[src/rtl/txds_pkg.sv]
package txds_pkg;
  localparam int REG_W      = 32;
  localparam int MAX_CH     = 8;
  localparam int EMPTY_LSB  = 24;
  localparam int NOPEND_LSB = 16;
  localparam int OVR_LSB    = 9;
  localparam int CRED_LSB   = 0;
  localparam int ADDR_BIT   = 31;
  localparam int SHORT_BIT  = 30;

  // Build the read-only status word from padded per-channel levels.
  function automatic logic [REG_W-1:0] pack_status(input logic [MAX_CH-1:0] empty_v,
                                                   input logic [MAX_CH-1:0] nopend_v);
    logic [REG_W-1:0] w;
    w = '0;
    w[EMPTY_LSB  +: MAX_CH] = empty_v;
    w[NOPEND_LSB +: MAX_CH] = nopend_v;
    return w;
  endfunction

  // Bits of the error word that exist for a given channel count.
  function automatic logic [REG_W-1:0] err_mask(input int nch);
    logic [REG_W-1:0] m;
    m = '0;
    m[ADDR_BIT]  = 1'b1;
    m[SHORT_BIT] = 1'b1;
    for (int i = 0; i < MAX_CH; i++) begin
      if (i < nch) begin
        m[OVR_LSB + i]  = 1'b1;
        m[CRED_LSB + i] = 1'b1;
      end
    end
    return m;
  endfunction

  // Sticky update: clear first, then set, so a coincident event wins.
  function automatic logic [REG_W-1:0] next_sticky(input logic [REG_W-1:0] q,
                                                   input logic [REG_W-1:0] set_v,
                                                   input logic [REG_W-1:0] clr_v,
                                                   input logic [REG_W-1:0] mask);
    return ((q & ~clr_v) | set_v) & mask;
  endfunction
endpackage

[src/rtl/txds_evt_detect.sv]
module txds_evt_detect #(
  parameter int NCH = 8
) (
  input  logic [NCH-1:0]             cmd_valid,
  input  logic [NCH-1:0]             cmd_buf_full,
  input  logic [NCH-1:0]             fifo_full,
  input  logic [NCH-1:0]             credit_nz,
  input  logic                       addr_err,
  input  logic                       dword_short,
  output logic [txds_pkg::REG_W-1:0] set_vec
);
  import txds_pkg::*;

  logic [NCH-1:0] ovr_hit;
  logic [NCH-1:0] cred_hit;

  for (genvar i = 0; i < NCH; i++) begin : g_chan
    assign ovr_hit[i]  = cmd_valid[i] & cmd_buf_full[i];
    assign cred_hit[i] = fifo_full[i] & credit_nz[i];
  end

  always_comb begin
    set_vec = '0;
    set_vec[OVR_LSB  +: NCH] = ovr_hit;
    set_vec[CRED_LSB +: NCH] = cred_hit;
    set_vec[ADDR_BIT]        = addr_err;
    set_vec[SHORT_BIT]       = dword_short;
  end
endmodule

[src/rtl/txds_w1c_bank.sv]
module txds_w1c_bank #(
  parameter int               W    = 32,
  parameter logic [W-1:0]     MASK = '1
) (
  input  logic         clk,
  input  logic         rst,
  input  logic [W-1:0] set_vec,
  input  logic [W-1:0] clr_vec,
  output logic [W-1:0] q
);
  always_ff @(posedge clk) begin
    if (rst) q <= '0;
    else     q <= txds_pkg::next_sticky(q, set_vec, clr_vec, MASK);
  end
endmodule

[src/rtl/tx_dma_stat_regs.sv]
module tx_dma_stat_regs #(
  parameter int NCH = 8
) (
  input  logic           clk,
  input  logic           rst,
  input  logic [NCH-1:0] chan_bufs_empty,
  input  logic [NCH-1:0] chan_no_pend,
  input  logic [NCH-1:0] cmd_valid,
  input  logic [NCH-1:0] cmd_buf_full,
  input  logic [NCH-1:0] fifo_full,
  input  logic [NCH-1:0] credit_nz,
  input  logic           addr_err,
  input  logic           dword_short,
  input  logic           reg_sel,
  input  logic           wr_en,
  input  logic [31:0]    wr_data,
  output logic [31:0]    rd_data,
  output logic [NCH-1:0] chan_idle,
  output logic           irq
);
  import txds_pkg::*;

  localparam logic [REG_W-1:0] ERR_MASK = err_mask(NCH);

  logic [REG_W-1:0]  set_vec;
  logic [REG_W-1:0]  clr_vec;
  logic [REG_W-1:0]  err_q;
  logic [REG_W-1:0]  status_w;
  logic [MAX_CH-1:0] empty_pad;
  logic [MAX_CH-1:0] nopend_pad;

  txds_evt_detect #(.NCH(NCH)) u_detect (
    .cmd_valid    (cmd_valid),
    .cmd_buf_full (cmd_buf_full),
    .fifo_full    (fifo_full),
    .credit_nz    (credit_nz),
    .addr_err     (addr_err),
    .dword_short  (dword_short),
    .set_vec      (set_vec)
  );

  assign clr_vec = (wr_en && reg_sel) ? (wr_data & ERR_MASK) : '0;

  txds_w1c_bank #(.W(REG_W), .MASK(ERR_MASK)) u_bank (
    .clk     (clk),
    .rst     (rst),
    .set_vec (set_vec),
    .clr_vec (clr_vec),
    .q       (err_q)
  );

  always_comb begin
    empty_pad  = '0;
    nopend_pad = '0;
    empty_pad[NCH-1:0]  = chan_bufs_empty;
    nopend_pad[NCH-1:0] = chan_no_pend;
    status_w = pack_status(empty_pad, nopend_pad);
  end

  assign chan_idle = chan_bufs_empty & chan_no_pend;
  assign rd_data   = reg_sel ? err_q : status_w;
  assign irq       = |err_q;
endmodule

[config.mk]
export PLATFORM = sky130hd
export DESIGN_NAME = tx_dma_stat_regs
export DESIGN_NICKNAME = d
export VERILOG_FILES = /design/src/rtl/txds_pkg.sv /design/src/rtl/txds_evt_detect.sv /design/src/rtl/txds_w1c_bank.sv /design/src/rtl/tx_dma_stat_regs.sv
export SDC_FILE = /design/constraint.sdc
export NUM_CORES = 1
export LEC_CHECK = 0
export ABC_AREA = 1
export BUFFER_PORTS_ARGS = -buffer_cell sky130_fd_sc_hd__buf_2
export CAP_MARGIN = 40
export CORE_MARGIN = 1.5
export CORE_UTILIZATION = 34
export CTS_CLUSTER_DIAMETER = 100
export DETAILED_ROUTE_END_ITERATION = 8
export PLACE_DENSITY = 0.81
export SLEW_MARGIN = 0
export SYNTH_ARGS = -nofsm -noshare
export SYNTH_HDL_FRONTEND = slang
export SYNTH_SLANG_ARGS = --single-unit
[constraint.sdc]
create_clock -name clk -period 0.9 [get_ports clk]
set_input_delay 0.18 -clock clk [delete_from_list [all_inputs] [get_ports clk]]
set_output_delay 0.18 -clock clk [all_outputs]
set_load 0.005 [all_outputs]
Yosys cells after proc, flatten, opt, wreduce, memory -nomap -nowiden
Index checks and enable logic that the tools add are counted.
{"block": "classes", "bitwise_logic": 20, "n_addsub": 0, "muxes": 2, "n_shift": 0, "div": 0, "reduce_logical": 2, "magnitude_cmp": 0, "n_mul": 0, "n_eq_ne": 0}
{"operator": "32-bit two-way mux", "n": 2}
{"operator": "32-bit bitwise AND", "n": 1}
{"operator": "32-bit inverter", "n": 1}
{"operator": "32-bit OR", "n": 1}
{"operator": "32-bit OR reduction", "n": 1}
{"operator": "1-bit bitwise AND", "n": 16}
{"operator": "8-bit bitwise AND", "n": 1}
{"operator": "1-bit logical AND", "n": 1}
{"block": "totals", "memories": 0, "latch_bits": 0, "ramBits": 0, "word_cells": 26, "input_bits": 86, "ff_bits": 32, "out_inout_bits": 41, "rom_bits": 0}

Logic depth before layout (Yosys ltp)
{"block": "depth", "depth_word": 5, "ltp_mapped": 5, "mapped_depth_nobuf": 4}

Modules after synthesis
A second synthesis with hierarchy kept.
{"block": "hier_totals", "hier_cells": 327, "hier_area_um2": 1846.8}
{"mod": "txds_w1c_bank", "seq_area_each_um2": 360.3, "instances": 1, "area_each_um2": 838.3, "cells_each": 107}
{"mod": "tx_dma_stat_regs", "seq_area_each_um2": 0.0, "instances": 1, "area_each_um2": 764.5, "cells_each": 171}
{"mod": "txds_evt_detect", "seq_area_each_um2": 0.0, "instances": 1, "area_each_um2": 244.0, "cells_each": 49}

Least setup slack after synthesis
No wires, ideal clock.
{"block": "synth_path", "kind": "flip-flop to output port", "startpoint": "register u_bank.q[12]", "endpoint": "output port irq", "required_time_ns": 0.720, "arrival_time_ns": 0.597, "path_slack_ns": 0.123, "n_path_buf": 0, "path_stages_with_launch": 5, "cell_sequence": "dfxtp_1 -> nor2_1 -> nand3_1 -> nor2_1 -> nand2_1"}
{"block": "synth_via", "elab_chain_cells": 1}
{"element": "start, declared", "line_no": "txds_w1c_bank.sv:9", "text": "output logic [W-1:0] q"}
{"element": "start signal, assigned", "line_no": "txds_w1c_bank.sv:13", "text": "else q <= txds_pkg::next_sticky(q, set_vec, clr_vec, MASK);"}
{"element": "32-bit OR reduction", "line_no": "tx_dma_stat_regs.sv:62", "text": "assign irq = |err_q;"}
{"element": "end, declared", "line_no": "tx_dma_stat_regs.sv:19", "text": "output logic irq"}
Every way passes these cells.

Final worst setup path
{"block": "layout_path", "startpoint": "register u_bank.q[14]", "endpoint": "output port irq"}
The elaborated chain is that of the path after synthesis.

==> flow_summary_export.csv <==
group,metric,value,unit
placed_design,dp_hpwl,2630,µm
critical_path,r2r-start,"u_bank.q[3]",
timing,finalSetupTns,-4460,ps
yosys,yosysSeqAreaShare,31.9,%
timing,finalCritPeriodShare,146,%
layout,largest_reg_flops,18,
layout,regMostFlops,"u_bank.q",
layout,diodes,0,
yosys,ys_ff_latch,18,
yosys,yosysWarningCount,0,
clock_network,cts_max_path_buffers,2,
clock_network,h-tree-depth,1,
timing,final_max_slew_viol_count,0,
layout,drive_above_1_share,59.6,%
detailed_routing,drt-initial-drc-count,28,
placed_design,port_buffers,111,
clock_network,cts_root_buf,"clkbuf_4",
layout,areaGrowthSynthToFinish,98.1,%
timing,hold_viol_final,0,
critical_path,cp_max_fo,2,
critical_path,cp_slowest_cell,"dfxtp_2",
grt,grt_usage,19.7,%
timing,max_freq,760,MHz
floorplan,fp.dieH,60.6,µm
detailed_routing,firstDrtPassIters,4,
yosys,synth_area_per_cell,5.95,µm²
critical_path,critical_path_buf_inv_count,1,
layout,final_cell_mix,"buf_2 (104), nand2_1 (46), inv_1 (33), buf_6 (20), nand3_1 (19)",
yosys,syn_inst,190,
critical_path,cpLargestDelayFamily,"simple AND/OR/NAND/NOR gates",
clock_network,cts.sinks,18,
critical_path,path_cells,"nor2_1 > nand3_1 > nor2_1 > nand2_1 > buf_2",
yosys,netlist_area,1130,µm²
worst_hold_path,hold_path.class,"in2reg",
critical_path,critPathLaunch,"u_bank.q[14]",
floorplan,ioPinCount,127,
layout,nFillCells,275,
detailed_routing,wl_per_cell,11.0,µm
detailed_routing,ant_nets,0,
critical_path,path_class,"reg2out",
placed_design,gp_congestion,0.755,
job,max_cap_violations,0,
clock_network,cts_buffers,3,
pwr,power_per_cell_area,984,nW/µm²
clock_network,clkTransAtPathRegs,100,ps
worst_hold_path,min-delay-start,"dword_short",
critical_path,path_common_cell,"nor2_1",
detailed_routing,via_per_inst,4.39,
grt,antenna_found_initial,0,
pwr,ir_drop,0.616,mV
layout,reg.largest.list,"u_bank.q x18",
run_status,status,"finished, violations left",
timing,rsz0062_at_grt,"yes",
yosys,synth.distinct_cells,12,
yosys,syn_nets,276,
critical_path,crit_required,720,ps
timing,setup-violations-final,30,
detailed_routing,drt-total-wl,4010,µm
clock_network,hold_buffers,0,
run_status,violations,"negative setup slack",
detailed_routing,detailroute.via_count,1606,
floorplan,initial_core_util,36.4,%
critical_path,cpPeakStageDelay,340,ps
grt,grt_start_max_net_pins,26,
grt,grt_pass1_vias,1383,
grt,grt_first_pass_wirelength,5500,µm
timing,skew,0,ps
layout,final_nets,409,
grt,overflow,0,
pwr,p_leak,1.37,nW
clock_network,cts_tree,"yes",
layout,layout_commonest_cell,"buf_2",
critical_path,cp.arrival,1140,ps
floorplan,die_area,3680,µm²
detailed_routing,drcViolationCount,0,
floorplan,row_count,20,
timing,min_period,1320,ps
critical_path,cp-start-kind,"flip-flop",
clock_network,clock_latency,280,ps
timing,whs,98.5,ps
floorplan,die_w,60.6,µm
floorplan,core_area,3100,µm²
critical_path,worst_setup_path_end_kind,"primary output",
timing,setup_slack,-417,ps
report_power, final:
group          switching [mW]  total, mW  internal, mW
clock network           0.240      0.486         0.246
registers              0.0397      0.902         0.862
logic                   0.343      0.815         0.472
total                   0.623       2.20          1.58
Yosys cell counts, drive strengths merged:
library cell	n	area, µm²
nand2	59	221
inv	36	135
nor2	26	97.6
nand3	19	95.1
a21oi	18	90.1
dfxtp	18	360
buf	10	85.1
mux2	3	41.3
conb	1	3.75
per-stage QoR:
stage | total power, mW | setup WS, ps | util (%) | instance area (µm²) | cells
global route | 2.35 | -477 | 72.1 | 2240 | 366
detailed placement | 1.51 | -141 | 58.8 | 1820 | 354
finish | 2.20 | -417 | 72.1 | 2240 | 366
global placement | 1.50 | -132 | 58.8 | 1820 | 354
floorplan | 1.17 | 123 | - | 1130 | 190
CTS | 2.12 | -416 | 66.9 | 2080 | 363
cell type report:
class	instances	area [µm²]	share of cell area, %
repair buffers	138	946	42.3
multi-input cells	126	683	30.5
flip-flops and latches	18	383	17.1
inverters	36	135	6.04
well taps	44	55.1	2.46
clock buffers	4	36.3	1.62
worst paths after layout:
check	endpoint	slack, ps	cells after the start
setup / recovery	irq	-420	5
hold / removal	u_bank.q[30]	100	3
setup reg to reg	u_bank.q[3]	110	4
hold reg to reg	u_bank.q[16]	480	2
worst reg2reg max path: cells and delay by family (launching register included):
family | cells | cell delay, ps
compound gates | 1 | 50
buf+inv | 2 | 230
flops | 1 | 340
simple gates | 1 | 50
layer usage:
metal	track usage (%)	wire, µm
met2	38.1	2300
met4	7.45	34
met5	0	0
met1	21.7	1490
met3	2.13	186
kinds of logic (layout without fill, tap and decap cells):
family / count (synthesis) / in the layout / share of synthesized area (%)
muxes: 3 / 3 / 3.65
DFF: 18 / 18 / 31.9
AOI/OAI and AO/OA: 18 / 18 / 7.97
buffers and inverters: 46 / 178 / 19.5
other: 1 / 1 / 0.332
and+or+nand+nor: 104 / 104 / 36.7
repair_timing:
action,in CTS,in global routing
setup endpoints to repair,26,32
pin swaps,15,4
gates resized for setup,55,44
setup buffers,4,9
gates cloned,1,0
hold endpoints to repair,0,0
Power figures use the tool's default switching activity.
